## src/rtl/crt_timing_pkg.sv

```systemverilog
package crt_timing_pkg;
    localparam int REG_W     = 8;
    localparam int REG_COUNT = 25;
    localparam int IMG_W     = REG_W * REG_COUNT;
    localparam int HF_W      = 8;   // horizontal field width
    localparam int VF_W      = 10;  // vertical field width after overflow merge
    localparam int H_CNT_W   = HF_W + 1;
    localparam int V_CNT_W   = VF_W + 1;
    localparam int H_OFFSET  = 5;   // programmed total is count minus this
    localparam int V_OFFSET  = 2;

    typedef enum logic {
        SPAN_IDLE = 1'b0,
        SPAN_LIVE = 1'b1
    } span_state_t;

    typedef struct packed {
        logic [HF_W-1:0] h_total;
        logic [HF_W-1:0] h_disp_end;
        logic [HF_W-1:0] h_blank_start;
        logic [5:0]      h_blank_end;
        logic [HF_W-1:0] h_sync_start;
        logic [4:0]      h_sync_end;
        logic [VF_W-1:0] v_total;
        logic [VF_W-1:0] v_disp_end;
        logic [VF_W-1:0] v_sync_start;
        logic [3:0]      v_sync_end;
        logic [VF_W-1:0] v_blank_start;
        logic [7:0]      v_blank_end;
    } crt_timing_t;
endpackage

```

## src/rtl/crt_field_decode.sv

```systemverilog
module crt_field_decode
    import crt_timing_pkg::*;
(
    input  logic [IMG_W-1:0] img,
    output crt_timing_t      tim
);
    logic [REG_W-1:0] rb [REG_COUNT];

    for (genvar g = 0; g < REG_COUNT; g++) begin : g_bytes
        assign rb[g] = img[g*REG_W +: REG_W];
    end

    logic [REG_W-1:0] ovf;
    assign ovf = rb[7];

    always_comb begin
        tim               = '0;
        tim.h_total       = rb[0];
        tim.h_disp_end    = rb[1];
        tim.h_blank_start = rb[2];
        tim.h_blank_end   = {rb[5][7], rb[3][4:0]};
        tim.h_sync_start  = rb[4];
        tim.h_sync_end    = rb[5][4:0];
        tim.v_total       = {ovf[5], ovf[0], rb[6]};
        tim.v_disp_end    = {ovf[6], ovf[1], rb[18]};
        tim.v_sync_start  = {ovf[7], ovf[2], rb[16]};
        tim.v_sync_end    = rb[17][3:0];
        tim.v_blank_start = {rb[9][5], ovf[3], rb[21]};
        tim.v_blank_end   = rb[22];
    end

    logic unused_fields;
    assign unused_fields = ^{rb[3][7:5], rb[5][6:5], ovf[4], rb[8], rb[9][7:6],
                             rb[9][4:0], rb[10], rb[11], rb[12], rb[13], rb[14],
                             rb[15], rb[17][7:4], rb[19], rb[20], rb[23], rb[24]};
endmodule

```

## src/rtl/crt_raster_counter.sv

```systemverilog
module crt_raster_counter
    import crt_timing_pkg::*;
#(
    parameter int HT_W = HF_W,
    parameter int VT_W = VF_W,
    parameter int H_W  = HT_W + 1,
    parameter int V_W  = VT_W + 1
) (
    input  logic            clk,
    input  logic            rst_n,
    input  logic            char_en,
    input  logic [HT_W-1:0] h_total,
    input  logic [VT_W-1:0] v_total,
    output logic [H_W-1:0]  h_cnt,
    output logic [V_W-1:0]  v_cnt,
    output logic [H_W-1:0]  h_nxt,
    output logic [V_W-1:0]  v_nxt,
    output logic            line_step
);
    logic [H_W-1:0] h_last;
    logic [V_W-1:0] v_last;
    logic           h_wrap;
    logic           v_wrap;

    assign h_last    = H_W'(h_total) + H_W'(H_OFFSET - 1);
    assign v_last    = V_W'(v_total) + V_W'(V_OFFSET - 1);
    assign h_wrap    = (h_cnt >= h_last);
    assign v_wrap    = (v_cnt >= v_last);
    assign line_step = char_en && h_wrap;

    always_comb begin
        h_nxt = h_cnt;
        v_nxt = v_cnt;
        if (char_en) begin
            h_nxt = h_wrap ? '0 : h_cnt + 1'b1;
        end
        if (line_step) begin
            v_nxt = v_wrap ? '0 : v_cnt + 1'b1;
        end
    end

    always_ff @(posedge clk) begin
        if (!rst_n) begin
            h_cnt <= '0;
            v_cnt <= '0;
        end else begin
            h_cnt <= h_nxt;
            v_cnt <= v_nxt;
        end
    end

    a_r2_hold_without_enable: assert property (@(posedge clk) disable iff (!rst_n)
        !char_en |=> $stable(h_cnt));
    a_r2_wrap_to_zero: assert property (@(posedge clk) disable iff (!rst_n)
        (char_en && h_cnt >= h_last) |=> (h_cnt == '0));
    a_r3_line_only_on_wrap: assert property (@(posedge clk) disable iff (!rst_n)
        !(char_en && h_cnt >= h_last) |=> $stable(v_cnt));
endmodule

```

## src/rtl/crt_span_fsm.sv

```systemverilog
module crt_span_fsm
    import crt_timing_pkg::*;
#(
    parameter int CNT_W   = H_CNT_W,
    parameter int START_W = HF_W,
    parameter int END_W   = 5
) (
    input  logic               clk,
    input  logic               rst_n,
    input  logic               step,
    input  logic [CNT_W-1:0]   next_cnt,
    input  logic [START_W-1:0] start_at,
    input  logic [END_W-1:0]   end_at,
    output logic               active
);
    span_state_t state_q;
    span_state_t state_d;
    logic        hit_start;
    logic        hit_end;

    assign hit_start = (next_cnt == CNT_W'(start_at));
    assign hit_end   = (next_cnt[END_W-1:0] == end_at);

    always_comb begin
        state_d = state_q;
        unique case (state_q)
            SPAN_IDLE: if (step && hit_start) state_d = SPAN_LIVE;
            SPAN_LIVE: if (step && hit_end)   state_d = SPAN_IDLE;
            default:   state_d = SPAN_IDLE;
        endcase
    end

    always_ff @(posedge clk) begin
        if (!rst_n) state_q <= SPAN_IDLE;
        else        state_q <= state_d;
    end

    always_comb begin
        active = (state_q == SPAN_LIVE);
    end

    // R5..R8 share this machine
    a_r5_span_hold: assert property (@(posedge clk) disable iff (!rst_n)
        !step |=> $stable(state_q));
    a_r5_span_enter: assert property (@(posedge clk) disable iff (!rst_n)
        (step && state_q == SPAN_IDLE && next_cnt == CNT_W'(start_at)) |=> (state_q == SPAN_LIVE));
    a_r5_span_leave: assert property (@(posedge clk) disable iff (!rst_n)
        (step && state_q == SPAN_LIVE && next_cnt[END_W-1:0] == end_at) |=> (state_q == SPAN_IDLE));
endmodule

```

## src/rtl/crt_raster_timer.sv

```systemverilog
module crt_raster_timer
    import crt_timing_pkg::*;
(
    input  logic               clk,
    input  logic               rst_n,
    input  logic               char_en,
    input  logic [IMG_W-1:0]   crt_regs,
    input  logic [7:0]         misc_ctl,
    output logic [H_CNT_W-1:0] h_char,
    output logic [V_CNT_W-1:0] v_line,
    output logic               hsync,
    output logic               vsync,
    output logic               hblank,
    output logic               vblank,
    output logic               disp_en
);
    crt_timing_t        tim;
    logic [H_CNT_W-1:0] h_nxt;
    logic [V_CNT_W-1:0] v_nxt;
    logic               line_step;
    logic               hs_raw;
    logic               vs_raw;

    crt_field_decode u_decode (
        .img (crt_regs),
        .tim (tim)
    );

    crt_raster_counter #(.HT_W(HF_W), .VT_W(VF_W)) u_count (
        .clk       (clk),
        .rst_n     (rst_n),
        .char_en   (char_en),
        .h_total   (tim.h_total),
        .v_total   (tim.v_total),
        .h_cnt     (h_char),
        .v_cnt     (v_line),
        .h_nxt     (h_nxt),
        .v_nxt     (v_nxt),
        .line_step (line_step)
    );

    crt_span_fsm #(.CNT_W(H_CNT_W), .START_W(HF_W), .END_W(6)) u_hblank (
        .clk (clk), .rst_n (rst_n), .step (char_en), .next_cnt (h_nxt),
        .start_at (tim.h_blank_start), .end_at (tim.h_blank_end), .active (hblank)
    );

    crt_span_fsm #(.CNT_W(H_CNT_W), .START_W(HF_W), .END_W(5)) u_hsync (
        .clk (clk), .rst_n (rst_n), .step (char_en), .next_cnt (h_nxt),
        .start_at (tim.h_sync_start), .end_at (tim.h_sync_end), .active (hs_raw)
    );

    crt_span_fsm #(.CNT_W(V_CNT_W), .START_W(VF_W), .END_W(8)) u_vblank (
        .clk (clk), .rst_n (rst_n), .step (line_step), .next_cnt (v_nxt),
        .start_at (tim.v_blank_start), .end_at (tim.v_blank_end), .active (vblank)
    );

    crt_span_fsm #(.CNT_W(V_CNT_W), .START_W(VF_W), .END_W(4)) u_vsync (
        .clk (clk), .rst_n (rst_n), .step (line_step), .next_cnt (v_nxt),
        .start_at (tim.v_sync_start), .end_at (tim.v_sync_end), .active (vs_raw)
    );

    always_comb begin
        hsync   = hs_raw ^ misc_ctl[6];
        vsync   = vs_raw ^ misc_ctl[7];
        disp_en = (h_char <= H_CNT_W'(tim.h_disp_end)) &&
                  (v_line <= V_CNT_W'(tim.v_disp_end));
    end

    logic unused_misc;
    assign unused_misc = ^misc_ctl[5:0];

    a_r4_de_blank_in_line: assert property (@(posedge clk) disable iff (!rst_n)
        (v_line > V_CNT_W'(tim.v_disp_end)) |-> !disp_en);
endmodule

```

## config.mk

```make
export PLATFORM = sky130hd
export DESIGN_NAME = crt_raster_timer
export DESIGN_NICKNAME = d
export VERILOG_FILES = /design/src/rtl/crt_timing_pkg.sv /design/src/rtl/crt_field_decode.sv /design/src/rtl/crt_raster_counter.sv /design/src/rtl/crt_span_fsm.sv /design/src/rtl/crt_raster_timer.sv
export SDC_FILE = /design/constraint.sdc
export NUM_CORES = 1
export LEC_CHECK = 0
export CAP_MARGIN = 0
export CORE_ASPECT_RATIO = 1.5
export CORE_UTILIZATION = 40
export CTS_CLUSTER_SIZE = 12
export DETAILED_ROUTE_END_ITERATION = 10
export PLACE_DENSITY = 0.89
export SLEW_MARGIN = 25
export SYNTH_ARGS = -nofsm -noshare
export SYNTH_HDL_FRONTEND = slang
export SYNTH_HIERARCHICAL = 1
export SYNTH_SLANG_ARGS = --single-unit
export TNS_END_PERCENT = 10
```

## constraint.sdc

```tcl
create_clock -name clk -period 3.8 [get_ports clk]
set_input_delay 0.57 -clock clk [delete_from_list [all_inputs] [get_ports clk]]
set_output_delay 0.57 -clock clk [all_outputs]
set_load 0.01 [all_outputs]
```

After elaboration in Yosys (flattened, before gate mapping)
Index checks and enable logic that the tools add are counted.

cells by class
  $add $sub $neg = 4
  order comparisons = 4
  eq/ne operators = 8
  muxes and demuxes = 16
  bitwise operators = 6
  reduce and logical (&&, ||, !) cells = 10

operator list
  kind                                            count
  == test 11 x 10 -> 1 bit                        2
  two-way mux 11 bit                              2
  == test 9 x 8 -> 1 bit                          2
  two-way mux 9 bit                               2
  adder 10 x 1 -> 11 bit (second input constant)  1
  adder 11 x 1 -> 11 bit (second input constant)  1
  greater-or-equal comparator 11 bit              1
  less-or-equal comparator 11 x 10 -> 1 bit       1
  logical AND 1 bit                               10
  adder 8 x 3 -> 9 bit (second input constant)    1
  adder 9 x 1 -> 9 bit (second input constant)    1
  greater-or-equal comparator 9 bit               1
  less-or-equal comparator 9 x 8 -> 1 bit         1
  == test 8 bit                                   1
  two-way mux 1 bit                               8
  case mux 1 bit (2 select lines)                 4
  == test 6 bit                                   1
  == test 5 bit                                   1
  == test 4 bit                                   1
  NOT 1 bit                                       4
  XOR 1 bit                                       2

storage, ports and cells
  register bits after elaboration = 24
  input bits = 211
  output and inout bits = 25
  logic and storage cells = 54

Logic depth before layout (Yosys ltp)
Gate-level depths: netlist of run 1.

  depth in word-level cells = 8
  mapped depth = 17
  depth with buffers taken out = 15

Modules after synthesis
The synthesis of run 1 kept the hierarchy.

modules (own cells, without submodules)
  module                    times used  cells each  area each (um^2)
  crt_raster_counter        1           280         2198.4
  crt_field_decode          1           95          713.2
  crt_raster_timer          1           66          503.0
  crt_span_fsm at u_vblank  1           29          241.5
  crt_span_fsm at u_vsync   1           23          198.9
  crt_span_fsm at u_hblank  1           23          193.9
  crt_span_fsm at u_hsync   1           21          187.7

Worst setup path after synthesis of run 1
OpenSTA, ideal clock, no wires.

  kind = input port to flip-flop
  start point = input port crt_regs[48]
  end point = register u_vsync.state_q, in the netlist u_vsync/active
  arrival = 3.288 ns
  required time = 3.731 ns
  path slack = 0.443 ns
  cell stages on the path = 17
  path buffers = 3
  cells stage by stage = buf_4 ha_1 nand2_1 nor2_1 nand3_1 xor2_1 ha_1 nand4_1 or3_1 buf_4 nand3b_4 buf_6 o21ai_1 xor2_1 nor4_2 nand4_1 o21ai_1

between the ends
  longest elaborated chain between the ends = 8
  elaborated cells between the ends (all ways) = 11
  classes of those cells = 1 x add/sub; 1 x order compare; 2 x eq/ne; 5 x mux; 2 x reduce/logical

ends and longest elaborated chain
  element                                                    RTL line                                source
  start: declaration                                         crt_raster_timer.sv:7                   input logic [IMG_W-1:0] crt_regs,
  adder 10 x 1 -> 11 bit (*)                                 crt_raster_counter.sv:26                assign v_last = V_W'(v_total) + V_W'(V_OFFSET - 1);
  greater-or-equal comparator 11 bit (*)                     crt_raster_counter.sv:28                assign v_wrap = (v_cnt >= v_last);
  two-way mux 11 bit (*)                                     crt_raster_counter.sv:38                v_nxt = v_wrap ? '0 : v_cnt + 1'b1;
  two-way mux 11 bit (*)                                     crt_raster_counter.sv:37                if (line_step) begin
  named net v_nxt[1]                                         crt_raster_timer.sv:19                  logic [V_CNT_W-1:0] v_nxt;
  == test 11 x 10 -> 1 bit or == test 4 bit (tied branches)  crt_span_fsm.sv:21, crt_span_fsm.sv:22
  logical AND 1 bit, on equally long branches                crt_span_fsm.sv:27, crt_span_fsm.sv:28
  two-way mux 1 bit, on equally long branches                crt_span_fsm.sv:27, crt_span_fsm.sv:28
  case mux 1 bit (2 select lines) (*)                        crt_span_fsm.sv:26                      unique case (state_q)
  end signal: assignment                                     crt_span_fsm.sv:35                      else state_q <= state_d;
  end: declaration                                           crt_span_fsm.sv:16                      span_state_t state_q;

Mark *: on every way through the listed nets, which the timed path passes. The rest lies on a longest branch.
A chain may end at the register's enable or synchronous reset.

Final worst setup path of run 1
  start point = input port crt_regs[6]
  end point = register u_vsync.state_q, in the netlist u_vsync/active

between the ends
  longest elaborated chain between the ends = 8
  elaborated cells between the ends (all ways) = 11
  classes of those cells = 1 x add/sub; 1 x order compare; 2 x eq/ne; 4 x mux; 3 x reduce/logical

ends and longest elaborated chain
  element                            RTL line                  source
  adder 8 x 3 -> 9 bit               crt_raster_counter.sv:25  assign h_last = H_W'(h_total) + H_W'(H_OFFSET - 1);
  greater-or-equal comparator 9 bit  crt_raster_counter.sv:27  assign h_wrap = (h_cnt >= h_last);
  logical AND 1 bit                  crt_raster_counter.sv:29  assign line_step = char_en && h_wrap;
  two-way mux 11 bit                 crt_raster_counter.sv:37
  named net v_nxt[5]                 crt_raster_timer.sv:19
  == test 11 x 10 -> 1 bit           crt_span_fsm.sv:21        assign hit_start = (next_cnt == CNT_W'(start_at));
  logical AND 1 bit                  crt_span_fsm.sv:27        SPAN_IDLE: if (step && hit_start) state_d = SPAN_LIVE;
  two-way mux 1 bit                  crt_span_fsm.sv:27
  case mux 1 bit (2 select lines)    crt_span_fsm.sv:26

The timed path passes the listed nets, and every way through them passes these cells.

==> impl_metrics.json, run 1 <==
{
  "synthDominantCellAreaShare_pct": 17.0,
  "wl_mm": 11.4,
  "worst-endpoint-required_ps": 3990,
  "dpl.hpwl_mm": 9.20,
  "whs_path_depth": 2,
  "p_total_w": 0.000894,
  "yosys.cell_types.count": 55,
  "vias": 4013,
  "netlist_area_um2": 4240,
  "arrival_ps": 3870,
  "ios": 236,
  "hold_viol": 0,
  "viasPerCell": 5.36,
  "cp.depth": 16,
  "die_area_um2": 11000,
  "slowest_stage": "clkdlybuf4s50_1",
  "grt_use_met1_pct": 21.2,
  "p_per_area_nw_per_um2": 166,
  "area_growth_pct": 27.3,
  "clock_latency_ps": 260,
  "use_met3_pct": 2.19,
  "synth_warnings": 6,
  "grt_start_max_net_pins": 29,
  "finalSetupViolCount": 0,
  "finalCritPeriodShare_pct": 96.8,
  "rows": 45,
  "cpLargestDelayFamily": "simple AND/OR/NAND/NOR gates",
  "synth_common_cells": "96 x buf_4, 46 x xor2_1, 42 x ha_1",
  "busiest_layer": "met2",
  "reg2reg_slack_ps": 750,
  "leakage_nw": 2.27,
  "synth.area.top_cells": "buf_4 17%, ha_1 12%, dfxtp_1 11%",
  "synth-main-ff-cell": "dfxtp_1",
  "cts-buffers-inserted": 3,
  "diodes": 0,
  "clock-sinks": 24,
  "grt_overflow": 0,
  "postRouteAntennaNets": 0,
  "htreeDepth": 1,
  "status": "complete, no violations",
  "synth_nets": 790,
  "cts_hold_buf": 0,
  "synthArstFlopShare_pct": 0,
  "critical_path_class": "in2reg",
  "start_util_pct": 41.6,
  "tns_ps": 0,
  "met2_usage_pct": 39.7,
  "peakVddDrop_mv": 0.195,
  "place.gp.congestion": 0.885,
  "firstDrtPassIters": 5,
  "die_w_um": 86.0,
  "grt_pass1_vias": 3977,
  "maxSlewHeadroom_pct": 59.1,
  "hold_start": "u_hblank/active",
  "timing.rr.start": "u_count/h_cnt[0]",
  "start_kind": "input pin",
  "drc": 0,
  "core-area_um2": 10200,
  "seq_area_frac_synth_pct": 11.3,
  "worst-path-max-fanout": 13,
  "synth_edf_count": 0,
  "syn_inst": 537,
  "grt_antenna_before_repair": 0,
  "nNetsFinal": 861,
  "maxCapViolations": 0,
  "path_cells": "clkdlybuf4s50_1 > and3_1 > nand3_1 > xor2_1 > ha_1 > nand4_1 > nor2_1 > a221oi_4 > buf_6 > nand3b_4 > buf_4 > o211ai_2 > xor2_1 > nor4_2 > nand4_1 > o21ai_1",
  "grt_usage_pct": 20.1,
  "port_buffers": 124,
  "drtIter0Drc": 136,
  "synth-seq-cells": 24,
  "grt_pass1_wl_mm": 18.0,
  "rr_worst_depth": 12,
  "drive_gt1_share_pct": 16.1,
  "synth_top_area_cell": "buf_4",
  "fmax_ghz": 0.272,
  "hp-class": "reg2reg",
  "critical_path.startpoint": "crt_regs[6]",
  "clk_pin_slew_ps": 70,
  "endpoint_kind": "register",
  "cts_root_buffer": "clkbuf_16",
  "worstMarginPinSlew_ps": 608,
  "cts_tree": "yes",
  "fin_crit_ps": 3680,
  "yosysMostFrequentCell": "buf_4",
  "final_max_slew_viol_count": 0,
  "finalClockSkew_ps": 2.31,
  "slowest_delay_ps": 500,
  "syn_area_per_cell_um2": 7.89,
  "wl_per_cell_um": 15.2,
  "fp.dieH_um": 128,
  "cp.buffers_inverters": 3,
  "clock_path_buffers": 2
}
-- layer usage --
metal  vias up  wire [µm]
li1       1928          -
met2       167       6260
met3        23        602
met5         -          0
met4         0        257
met1      1895       4240
-- registers in the layout, indices dropped and copies added (netlist names) --
| name | cells |
|---|---|
| u_count/v_cnt | 11 |
| u_count/h_cnt | 9 |
| u_hblank/active | 1 |
| u_hsync/active | 1 |
| u_vblank/active | 1 |
| u_vsync/active | 1 |
-- per-stage QoR --
step                      worst slack [ps]  utilization, %  cell area (µm²)  hold slack, ps  instances
after floorplan                        443               -             4240             488        537
after global placement                -194            50.9             5190             469        737
after detailed placement              -252            50.9             5190             483        737
after CTS                             9.71            51.9             5290             494        741
after global routing                 -10.8            52.9             5390             507        748
final                                  123            52.9             5390             492        748
-- cell type report --
type / instances / area [µm²]
clock buffer: 3 / 75.1
clock inverter: 1 / 30.0
fill: 908 / 4800
inverter: 34 / 128
multi-input combinational: 372 / 2890
sequential: 24 / 480
tap: 141 / 176
timing repair buffer: 173 / 1620
-- placed cells by master (no fill, tap or decap), types with 4 or more instances in the layout --
cell type        Yosys  layout
or3_1                6       5
a21oi_1             14      14
o2111ai_1            4       4
buf_4               96      47
nor4_1               6       6
xnor2_1             33      33
o211ai_2            16      16
dfxtp_1             24      24
nor3_1               6       6
nand3_1             40      40
ha_1                42      40
nand2_1             38      38
xor2_1              46      46
nand4b_1             6       6
and3_1               6       6
nand4_1             19      19
o21ai_1              6       4
nand2b_1             6       6
clkdlybuf4s50_1      0     124
a21o_1               6       6
inv_1               33      33
nor2_1              23      21
-- worst reg2reg max path, stage by stage (launching register included) --
cell and delay (ps):
dfxtp_1 500, inv_1 140, ha_1 290, nor2b_1 40
o21ai_1 290, a31oi_1 190, buf_4 180, o2111ai_1 250
nand2_1 270, xor2_1 250, nor4_1 360, nand4_1 130
o21ai_0 90
-- report_power, final --
group | total (W) | switching (W) | internal (W)
sequential | 0.000266 | 0.0000103 | 0.000255
clock | 0.000307 | 0.0000973 | 0.000210
combinational | 0.000321 | 0.000134 | 0.000188
total | 0.000894 | 0.000241 | 0.000653
-- path summary, 6_finish.rpt --
kind	to
max reg2reg	u_hblank/active
min reg2reg	u_hblank/active
max	u_vsync/active
min	u_hblank/active
-- repair_timing --
item,4_1_cts,5_1_grt
setup buffers,0,7
resized for setup,0,10
setup endpoints to repair,0,4
-- cells by family after synthesis --
kind of cell    count (synthesis)  share of synthesized area, %
compound gates                 69                          14.1
xor+xnor                       79                          16.3
fa+ha+maj                      42                          12.4
buf+inv                       141                          21.5
flops                          24                          11.3
mux                             1                         0.236
simple gates                  181                          24.2
No activity file was read; power rests on OpenSTA's default activity.
==> inputs of run 2 (changes only) <==
--- a/config.mk
+++ b/config.mk
@@ -8,9 +8,9 @@
 export CAP_MARGIN = 0
 export CORE_ASPECT_RATIO = 1.5
 export CORE_UTILIZATION = 40
-export CTS_CLUSTER_SIZE = 12
 export DETAILED_ROUTE_END_ITERATION = 10
 export PLACE_DENSITY = 0.89
+export SKIP_CTS_REPAIR_TIMING = 1
 export SLEW_MARGIN = 25
 export SYNTH_ARGS = -nofsm -noshare
 export SYNTH_HDL_FRONTEND = slang
==> results of run 2 <==
Final layout, timing and power as in run 1 (identical DEF).
==> inputs of run 3 (changes only) <==
--- a/config.mk
+++ b/config.mk
@@ -5,9 +5,10 @@
 export SDC_FILE = /design/constraint.sdc
 export NUM_CORES = 1
 export LEC_CHECK = 0
-export CAP_MARGIN = 0
+export CAP_MARGIN = 20
 export CORE_ASPECT_RATIO = 1.5
 export CORE_UTILIZATION = 40
+export CTS_CLUSTER_DIAMETER = 100
 export DETAILED_ROUTE_END_ITERATION = 10
 export PLACE_DENSITY = 0.89
 export SKIP_CTS_REPAIR_TIMING = 1
==> results of run 3 <==
Final layout, timing and power as in run 1 (identical DEF).
